## src/rtl/sclg_pkg.sv

```systemverilog
package sclg_pkg;

    typedef struct packed {
        logic flag;
        logic armed;
    } guard_state_t;

    function automatic int unsigned max3(input int unsigned a, input int unsigned b,
                                         input int unsigned c);
        int unsigned m;
        m = a;
        if (b > m) m = b;
        if (c > m) m = c;
        return m;
    endfunction

endpackage

```

## src/rtl/sclg_sync.sv

```systemverilog
module sclg_sync #(
    parameter int STAGES = 2
) (
    input  logic clk,
    input  logic rst,
    input  logic d_i,
    output logic q_o
);
    logic [STAGES-1:0] pipe_d, pipe_q;

    always_comb begin
        pipe_d = {pipe_q[STAGES-2:0], d_i};
    end

    always_ff @(posedge clk) begin
        if (rst) pipe_q <= '1;
        else     pipe_q <= pipe_d;
    end

    assign q_o = pipe_q[STAGES-1];
endmodule

```

## src/rtl/sclg_lowcnt.sv

```systemverilog
module sclg_lowcnt #(
    parameter int CNT_W = 8
) (
    input  logic             clk,
    input  logic             rst,
    input  logic             line_low,
    input  logic             run,
    input  logic [CNT_W-1:0] limit,
    output logic             reached
);
    logic [CNT_W-1:0] cnt_d, cnt_q;

    always_comb begin
        cnt_d = cnt_q;
        if (!line_low || !run) begin
            cnt_d = '0;
        end else if (cnt_q < limit) begin
            cnt_d = cnt_q + 1'b1;
        end
    end

    always_ff @(posedge clk) begin
        if (rst) cnt_q <= '0;
        else     cnt_q <= cnt_d;
    end

    assign reached = run && line_low && (cnt_q >= limit);
endmodule

```

## src/rtl/scl_stretch_guard.sv

```systemverilog
module scl_stretch_guard #(
    parameter int unsigned CLK_HZ   = 125_000_000,
    parameter int unsigned LIM1_CYC = (CLK_HZ / 1000) * 28,
    parameter int unsigned LIM2_CYC = (CLK_HZ / 1000) * 31,
    parameter int unsigned LIM3_CYC = (CLK_HZ / 1000) * 34,
    parameter int          SYNC_STAGES = 2
) (
    input  logic       clk,
    input  logic       rst,
    input  logic       scl_i,
    input  logic       xfer_busy,
    input  logic [1:0] tmo_sel,
    input  logic       tmo_ie,
    input  logic       glob_ie,
    input  logic       tmo_clr,
    output logic       tmo_flag,
    output logic       tmo_irq
);
    import sclg_pkg::*;

    localparam int unsigned MAX_LIM = max3(LIM1_CYC, LIM2_CYC, LIM3_CYC);
    localparam int          CNT_W   = $clog2(MAX_LIM + 1);
    localparam int          N_LIM   = 3;

    logic [CNT_W-1:0] lim_tab [N_LIM];

    generate
        for (genvar g = 0; g < N_LIM; g++) begin : g_lim
            localparam int unsigned VAL = (g == 0) ? LIM1_CYC :
                                          (g == 1) ? LIM2_CYC : LIM3_CYC;
            assign lim_tab[g] = CNT_W'(VAL);
        end
    endgenerate

    logic             scl_s;
    logic             run;
    logic [CNT_W-1:0] limit;
    logic             reached;
    logic             fire;
    guard_state_t     st_d, st_q;

    sclg_sync #(.STAGES(SYNC_STAGES)) u_sync (
        .clk (clk),
        .rst (rst),
        .d_i (scl_i),
        .q_o (scl_s)
    );

    always_comb begin
        run   = xfer_busy && (tmo_sel != 2'd0);
        limit = (tmo_sel == 2'd0) ? lim_tab[0] : lim_tab[tmo_sel - 2'd1];
    end

    sclg_lowcnt #(.CNT_W(CNT_W)) u_cnt (
        .clk      (clk),
        .rst      (rst),
        .line_low (!scl_s),
        .run      (run),
        .limit    (limit),
        .reached  (reached)
    );

    always_comb begin
        st_d = st_q;
        fire = st_q.armed && reached;
        if (scl_s) begin
            st_d.armed = 1'b1;
        end
        if (fire) begin
            st_d.flag  = 1'b1;
            st_d.armed = 1'b0;
        end else if (tmo_clr) begin
            st_d.flag = 1'b0;
        end
    end

    always_ff @(posedge clk) begin
        if (rst) begin
            st_q.flag  <= 1'b0;
            st_q.armed <= 1'b1;
        end else begin
            st_q <= st_d;
        end
    end

    assign tmo_flag = st_q.flag;
    assign tmo_irq  = st_q.flag & tmo_ie & glob_ie;
endmodule

```

## config.mk

```make
export PLATFORM = sky130hd
export DESIGN_NAME = scl_stretch_guard
export DESIGN_NICKNAME = d
export VERILOG_FILES = /design/src/rtl/sclg_pkg.sv /design/src/rtl/sclg_sync.sv /design/src/rtl/sclg_lowcnt.sv /design/src/rtl/scl_stretch_guard.sv
export SDC_FILE = /design/constraint.sdc
export NUM_CORES = 1
export LEC_CHECK = 0
export ABC_AREA = 0
export CAP_MARGIN = 30
export CORE_UTILIZATION = 40
export CTS_BUF_LIST = sky130_fd_sc_hd__clkbuf_8 sky130_fd_sc_hd__clkbuf_16
export DETAILED_ROUTE_END_ITERATION = 12
export PLACE_DENSITY = 0.6
export SKIP_CTS_REPAIR_TIMING = 1
export SLEW_MARGIN = 25
export SYNTH_ARGS = -nofsm -noshare
export SYNTH_HDL_FRONTEND = slang
export SYNTH_HIERARCHICAL = 1
export SYNTH_SLANG_ARGS = --single-unit
```

## constraint.sdc

```tcl
create_clock -name clk -period 3.66 [get_ports clk]
set_input_delay 0.732 -clock clk [delete_from_list [all_inputs] [get_ports clk]]
set_output_delay 0.732 -clock clk [all_outputs]
set_load 0.005 [all_outputs]
```

==> results.md, run 1 <==
* DR pass1 iterations at 4
* Unrepaired setup endpoints after global routing: yes
* Fin crit period at 3.45 ns
* Port buffer count at 10
* CTS Root Cell: clkbuf_8
* Final core area utilization at 0.491
* FF-to-FF setup slack at 1.32 ns
* Hold WS at 0.432 ns
* Number of global-route vias before repair at 1652
* Max Cap Viol at 0
* GR Overflow Total at 0
* Worst setup path start: tmo_sel[0]
* Area post-placement at 2280 um^2
* Hold Violations, Final at 0
* Clk_skew at 0.00347 ns
* Critical path class: input port to register
* WL/cell at 12.4 um
* Die ar. at 5300 um^2
* Std-Cell Rows at 25
* Diode count at 0
* Die Y at 72.8 um
* Longest Clk Path Bufs at 2
* Worst endpoint data arrival time at 3.66 ns
* Top cells by count, synth: inv_1, ha_1, a21oi_1, dfxtp_1, nand2_1
* Area contributors post-synth: dfxtp_1, ha_1, a21oi_1
* Max rail drop VDD at 0.000266 V
* Worst slack, placed at -0.157 ns
* Reg clk slew, reported paths at 0.10 ns
* Initial DRC Count at 68
* Share of cells above drive strength 1 at 0.112
* Final Power at 0.526 mW
* Cell Chain, Critical Path: clkdlybuf4s50_1 > inv_1 > ha_1 > xnor2_1 > nor2_1 > inv_1 > ha_1 > a211oi_1 > nor2_1 > o31ai_4 > nand4_1 > buf_4 > or4_1 > a21oi_1
* Worst Path Max Fanout at 5
* Slew Limit Fails at 0
* DR WL met3 at 105 um
* Antenna-violating nets left at 0
* Post-synth EDFFs at 0
* Design area at 2350 um^2
* Metal-1 WL at 2.09 mm
* Reg-to-reg startpoint: u_cnt/cnt_q[2]$_SDFFE_PP0N_
* Vias per cell at 5.08
* Finish-stage setup viols at 0
* Hold Path Class: register to register
* Main combinational cell family by area after synthesis: simple AND/OR/NAND/NOR gates
* Clock latency reported for the late side of the worst-skew pair at 0.27 ns
* Ports at 11
* Mapped cell area at 2000 um^2
* Async set-reset flop share out of synthesis at 0
* Post-Route WL at 4.27 mm
* Largest net degree at the start of global routing at 22
* Main synth FF type: dfxtp_1
* Final period utilization at 0.942
* Yosys top cell by area: dfxtp_1
* Synth Area in XOR/XNOR at 0.0218
* Sequential area share after synthesis at 0.270
* Syn avg cell area at 8.02 um^2
* Fin Setup TNS at 0 ns
* Critical Path Max Stage Delay at 0.47 ns
* H-tree depth at 1
* Yosys top cell area share at 0.270
* Post-synthesis simple-gate area fraction at 0.259
* #FFs+latches synth at 27
* CP Data Required Time at 3.87 ns
* Leak at 0.952 nW
* DR top layer: met4
* GRT Total Usage at 0.180
* Post-synthesis mux area share at 0.00499
* Cell with the most instances after synthesis: inv_1
* Yosys cell types at 41
* Yosys warnings at 6
* Syn Inst Count at 250
* Met2 Wirelength at 2.06 mm
* Worst path slowest cell: clkdlybuf4s50_1
* Die width at 72.8 um
* CTS tree: built
* CP Capture Type: register
* Syn-to-layout area delta at 17.2%
* Routed via count at 1746
* Cells after DPL at 340
* Max Clock Freq at 290 MHz
* Adder-Cell Fraction of Synth Area at 0.194
* Final worst setup slack at 0.213 ns
* Final #Nets at 318
* First-pass GRT wire length at 7.40 mm
* Core area at 4790 um^2
* Cts bufs inserted at 3
* Synth Area in Compound Gates at 0.170
* Initial antenna violation count at 0
* Power per cell area at 224 nW/um^2
* CTS Sinks at 27
* Worst Min Path Start: u_sync/pipe_q[0]$_SDFF_PP1_
* Final std cells w/o fill at 344
* Status: finished, final reports clean
* GP Congestion at 0.766
* DPL Wire Length at 3.44 mm
* Type of origin of the critical path: input port
* Initial Util at 0.419
* Post-route DRC violation count at 0
==> per-layer routing <==
layer	vias to the layer above	GRT usage
li1	948	-
met1	780	0.233
met2	16	0.320
met3	2	0.0290
met4	0	0.0261
met5	-	0
==> worst paths after layout <==
kind | cells past startpoint | to
worst min-delay path | 1 | u_sync/pipe_q[1]$_SDFF_PP1_
worst min register to register | 1 | u_sync/pipe_q[1]$_SDFF_PP1_
worst max-delay path | 14 | u_cnt/cnt_q[15]$_SDFFE_PP0N_
worst max register to register | 8 | u_cnt/cnt_q[15]$_SDFFE_PP0N_
==> area by class of cell <==
cell class	instances	area [um^2]
Multi-Input combinational cell	187	1330
Sequential cell	27	541
Clock inverter	1	8.76
Timing Repair Buffer	27	228
Tap cell	67	83.8
Fill cell	492	2440
Inverter	32	120
Clock buffer	3	41.3
==> layout by cell type (no fill, tap or decap), drive strengths merged, types with 5 or more instances in the layout <==
master,instances
inv,33
ha,31
a21oi,30
dfxtp,27
buf,17
nand2,16
nor2,14
o21ai,13
nand4,12
clkdlybuf4s50,10
or4,9
nand3,9
o31ai,9
or3,8
or2,5
==> cells by family after synthesis <==
kind of cell,count (synthesis)
AOI/OAI and AO/OA,59
DFF,27
buffers and inverters,38
xor gates and xnor gates,5
and+or+nand+nor,88
other,1
muxes,1
adders and majority gates,31
==> registers in the layout (all words and copies together) (netlist names) <==
signal / cells
u_sync/pipe_q: 2
st_q: 1
u_cnt/cnt_q: 23
tmo_flag: 1
==> report_power, final <==
group	leakage, nW	switching (mW)	internal [mW]
Combinational	0.708	0.0276	0.0266
Sequential	0.218	0.000375	0.295
Clock	0.0261	0.0971	0.0799
==> worst max-delay path, delay by kind of cell <==
family                   cells  cell delay [ns]
AO/OA/AOI/OAI                3             0.61
XOR/XNOR                     1             0.13
adder cells (fa/ha/maj)      2             0.60
buffers and inverters        4             0.79
AND/OR/NAND/NOR              4             0.81
(Power assumes the default switching activity.)
==> run 2: changes to the inputs <==
- REMOVE_ABC_BUFFERS: unset -> 1
==> run 2 against run 1 <==
Combinational power grew 7.7%. Die area is the same. Clock skew grew 0.0037 ns. Via count grew 3.9%. Utilization grew 0.78 points. Maximum frequency shrank 0.73%. Non-clock buffer count grew 3. Cell area grew 1.6%. Worst hold slack lost 0.014 ns. Sequential share of layout area shrank 0.36 points. Sequential cell count is the same. Routed wire length is essentially flat. Critical endpoint is now u_cnt/cnt_q[11]$_SDFFE_PP0N_. Largest power group unchanged.
==> results.md, run 2 (synthesis gave the netlist of run 1 again) <==
* Status: finished, final reports clean
* Worst path slowest cell: clkdlybuf4s50_1
* Syn-to-layout area delta at 19.1%
* Worst R2R Path Depth at 10
* Max FFs per register at 23
* Final #Nets at 321
* Max Cap Viol at 0
* H-tree depth at 1
* Final std cells w/o fill at 347
* Post-Route WL at 4.27 mm
* Hold WS at 0.418 ns
* Vias per cell at 5.23
* Registers with the most flip-flops: u_cnt/cnt_q x23, u_sync/pipe_q x2
* Routed via count at 1814
* Antenna-violating nets left at 0
* Biggest register: u_cnt/cnt_q
* CTS Sinks at 27
* DR pass1 iterations at 4
* CP Data Required Time at 3.88 ns
* Clock latency reported for the late side of the worst-skew pair at 0.29 ns
* Hold Path Class: register to register
* Initial DRC Count at 60
* Most frequent cells in the layout: inv_1, ha_1, a21oi_1
* Reg-to-reg startpoint: u_cnt/cnt_q[2]$_SDFFE_PP0N_
* FF-to-FF setup slack at 1.27 ns
* Port buffer count at 10
* Hold depth at 1
* Initial Util at 0.419
* Area post-placement at 2310 um^2
* GP Congestion at 0.800
* Final worst setup slack at 0.187 ns
* Final period utilization at 0.949
* Initial antenna violation count at 0
* Worst Min Path Start: u_sync/pipe_q[0]$_SDFF_PP1_
* Power per cell area at 225 nW/um^2
* Max Clock Freq at 288 MHz
* Hold endpoint: u_sync/pipe_q[1]$_SDFF_PP1_
* Final Power at 0.538 mW
* Critical Path Max Stage Delay at 0.47 ns
* Die ar. at 5300 um^2
* First-pass GRT wire length at 7.37 mm
* Fin Setup TNS at 0 ns
* Clk_skew at 0.00718 ns
* Slew Limit Fails at 0
* Final core area utilization at 0.499
* WL/cell at 12.3 um
* Longest Clk Path Bufs at 2
* Internal Power at 0.404 mW
* Net Sw Frac at 0.249
* Combinational fraction of design power at 0.108
* Die width at 72.8 um
* Cells after DPL at 343
* Diode count at 0
* Design area at 2390 um^2
* Core area at 4790 um^2
* CP Capture Type: register
* Ports at 11
* Cts bufs inserted at 3
* CP most frequent cell: buf_4
* Largest net degree at the start of global routing at 23
* Unrepaired setup endpoints after global routing: no
* Worst Path Max Fanout at 7
* GR Overflow Total at 0
* Clock power share at 0.343
* Leak at 0.966 nW
* Finish-stage setup viols at 0
* GRT Total Usage at 0.178
* Die Y at 72.8 um
* Fin crit period at 3.47 ns
* Post-route DRC violation count at 0
* DPL Wire Length at 3.40 mm
* Number of global-route vias before repair at 1680
* RR Endpoint: u_cnt/cnt_q[11]$_SDFFE_PP0N_
* CTS Root Cell: clkbuf_8
* Std-Cell Rows at 25
* Worst endpoint data arrival time at 3.69 ns
* Worst slack, placed at -0.108 ns
* Sequential share of power at 0.549
* Hold Violations, Final at 0
* Max rail drop VDD at 0.000158 V
* CTS tree: built
* Cell Chain, Critical Path: clkdlybuf4s50_1 > inv_1 > ha_1 > xnor2_1 > nor2_1 > inv_1 > ha_4 > a211oi_2 > nor2_1 > o31ai_2 > buf_4 > nand4_1 > buf_4 > buf_4 > or3_1 > a21oi_1
* Most common cell after layout, fill and taps aside: inv_1
* Critical path class: input port to register
* Reg clk slew, reported paths at 0.10 ns
* Type of origin of the critical path: input port
* Share of cells above drive strength 1 at 0.139
* Psw at 0.134 mW
## run 2: final cells by class
cell class | count | area [um^2]
well taps | 67 | 83.8
multi-input cells | 187 | 1340
fillers | 486 | 2400
clock inverters | 1 | 8.76
clock buffers | 3 | 41.3
inverters | 32 | 120
repair buffers | 30 | 250
flip-flops and latches | 27 | 541
## run 2: metal layers
layer | part of all wire | GRT usage | up-vias | routed length (um)
li1 | - | - | 952 | -
met1 | 0.48 | 0.221 | 833 | 2070
met2 | 0.48 | 0.307 | 20 | 2040
met3 | 0.022 | 0.0345 | 9 | 95
met4 | 0.015 | 0.0632 | 0 | 66
met5 | 0 | 0 | - | 0
## run 2: worst max-delay path: cells and delay by family
family / cells / cell delay, ns
buffers and inverters: 6 / 1.08
and+or+nand+nor: 4 / 0.64
adders and majority gates: 2 / 0.54
xor gates and xnor gates: 1 / 0.13
AOI/OAI and AO/OA: 3 / 0.55
## run 2: how the worst max path moves through the flow
stage                     slack (ns)  depth (start not counted)        from                            to
after floorplan                 0.40                         12  tmo_sel[0]  u_cnt/cnt_q[20]$_SDFFE_PP0N_
after global placement         -0.02                         15  tmo_sel[0]  u_cnt/cnt_q[22]$_SDFFE_PP0N_
after detailed placement       -0.11                         16  tmo_sel[0]  u_cnt/cnt_q[11]$_SDFFE_PP0N_
after CTS                       0.18                         16  tmo_sel[0]  u_cnt/cnt_q[11]$_SDFFE_PP0N_
after global routing           0.004                         16  tmo_sel[0]  u_cnt/cnt_q[11]$_SDFFE_PP0N_
final                           0.19                         16  tmo_sel[0]  u_cnt/cnt_q[11]$_SDFFE_PP0N_
## run 2: power groups by stage
stage	Clock [mW]	Combinational, mW	Sequential, mW
2_1_floorplan	0	0.0320	0.302
3_3_place_gp	0	0.0548	0.302
3_5_place_dp	0	0.0564	0.302
4_1_cts	0.193	0.0567	0.295
5_1_grt	0.205	0.0668	0.296
6_report	0.185	0.0584	0.295
==> run 3: changes to the inputs <==
- CAP_MARGIN: 30 -> unset
- CELL_PAD_IN_SITES_DETAIL_PLACEMENT: unset -> 1
- CELL_PAD_IN_SITES_GLOBAL_PLACEMENT: unset -> 2
- CORE_UTILIZATION: 40 -> 36
- PLACE_DENSITY: 0.6 -> 0.82
==> run 3 against run 2 <==
Critical path depth fell by 1. Sequential share of layout area decreased by 0.059 points. Clock skew increased by 0.0012 ns. Die area rose by 11%. Final cell count is 0.58% higher. Setup slack better by 0.26 ns. Global-route usage grew 0.52 points. Routed wire length grew 16%. Sequential power about the same. Critical path type unchanged. Largest power group unchanged.
==> results.md, run 3 (synthesis gave the netlist of run 1 again) <==
* First-pass GRT wire length at 8.75 mm
* Clk_skew at 0.00837 ns
* Max FFs per register at 23
* Reg clk slew, reported paths at 0.11 ns
* Antenna-violating nets left at 0
* Longest Clk Path Bufs at 2
* Port buffer count at 10
* Die Y at 76.6 um
* Final std cells w/o fill at 349
* Clock latency reported for the late side of the worst-skew pair at 0.29 ns
* Register area at 541 um^2
* Final Power at 0.540 mW
* Status: finished, final reports clean
* GP Congestion at 0.772
* Share of cells above drive strength 1 at 0.136
* Worst Path Max Fanout at 10
* Fin crit period at 3.22 ns
* CP Capture Type: register
* CTS Root Cell: clkbuf_8
* Design area at 2390 um^2
* CTS tree: built
* Final period utilization at 0.879
* Biggest register: u_cnt/cnt_q
* Area of the multi-input gates at 1350 um^2
* WL/cell at 14.2 um
* H-tree depth at 1
* Final worst setup slack at 0.442 ns
* CP Data Required Time at 3.83 ns
* Slew Limit Fails at 0
* Max Cap Viol at 0
* # fillers at 657
* Max Clock Freq at 311 MHz
* Routed via count at 1823
* Die ar. at 5870 um^2
* Registers with the most flip-flops: u_cnt/cnt_q x23, u_sync/pipe_q x2
* GRT Total Usage at 0.184
* Cts bufs inserted at 3
* Post-route DRC violation count at 0
* Cells after DPL at 343
* Hold Violations, Final at 0
* CTS Sinks at 27
* Initial DRC Count at 24
* Core area at 5240 um^2
* Worst endpoint data arrival time at 3.39 ns
* Max rail drop VDD at 0.000158 V
* Initial antenna violation count at 0
* Leak at 0.977 nW
* Syn-to-layout area delta at 19.4%
* Worst slack, placed at -0.407 ns
* Unrepaired setup endpoints after global routing: no
* Finish-stage setup viols at 0
* Hold Path Class: register to register
* Number of global-route vias before repair at 1895
* Final core area utilization at 0.457
* Vias per cell at 5.22
* DR pass1 iterations at 4
* Post-Route WL at 4.95 mm
* DPL Wire Length at 4.00 mm
* Die width at 76.6 um
* GR Overflow Total at 0
* Type of origin of the critical path: input port
* Initial Util at 0.383
* Ports at 11
* Most frequent cells in the layout: inv_1, a21oi_1, ha_1
* Power per cell area at 226 nW/um^2
* Critical path class: input port to register
* Diode count at 0
* Std-Cell Rows at 26
* Final #Nets at 320
* Area post-placement at 2290 um^2
* Largest net degree at the start of global routing at 23
==> run 3: cell count changes in the layout (fill, tap and decap cells not counted), sizes merged <==
cell	previous run	this run
dlymetal6s2s	0	2
clkdlybuf4s50	10	8
buf	20	19
==> run 3: worst max-delay path: stages <==
cell	delay, ns
dlymetal6s2s_1	0.14
buf_4	0.16
ha_1	0.19
inv_1	0.14
inv_1	0.06
ha_1	0.30
nand4_1	0.20
nor4_2	0.52
o31ai_4	0.16
buf_4	0.16
nand3_1	0.11
buf_4	0.17
buf_4	0.13
mux2i_1	0.17
nor2_1	0.05
==> run 3: final cells by class <==
class / instances / share of cell area
inverter: 32 / 0.0502
sequential: 27 / 0.226
clock inverter: 1 / 0.00366
clock buffer: 3 / 0.0173
multi-input combinational: 187 / 0.563
tap: 70 / 0.0366
timing repair buffer: 29 / 0.104
==> run 3: power by group <==
part           leakage, nW  total (mW)  internal (mW)  switching, mW
clock network       0.0261       0.186         0.0802          0.106
logic                0.733      0.0589         0.0283         0.0305
registers            0.218       0.295          0.295       0.000494
==> run 3: metal layers <==
| metal | up-vias | routed length (um) | global-route usage |
|---|---|---|---|
| met5 | - | 0 | 0 |
| met4 | 0 | 50 | 0.0365 |
| met3 | 6 | 82 | 0.0275 |
| met2 | 13 | 2500 | 0.346 |
| met1 | 858 | 2320 | 0.218 |
| li1 | 946 | - | - |
==> run 3: metrics by stage <==
step           hold WS (ns)  TNS, ns
2_1_floorplan         0.383        0
3_3_place_gp          0.385    -2.43
3_5_place_dp          0.416    -4.79
4_1_cts               0.444   -0.432
5_1_grt               0.446        0
6_report              0.430        0
==> run 3: final timing paths <==
check,to,start,slack (ns),depth (start not counted)
setup reg to reg,u_cnt/cnt_q[21]$_SDFFE_PP0N_,u_cnt/cnt_q[2]$_SDFFE_PP0N_,1.19,8
hold reg to reg,u_sync/pipe_q[1]$_SDFF_PP1_,u_sync/pipe_q[0]$_SDFF_PP1_,0.43,1
hold / removal,u_sync/pipe_q[1]$_SDFF_PP1_,u_sync/pipe_q[0]$_SDFF_PP1_,0.43,1
setup / recovery,u_cnt/cnt_q[1]$_SDFFE_PP0N_,tmo_sel[0],0.44,15
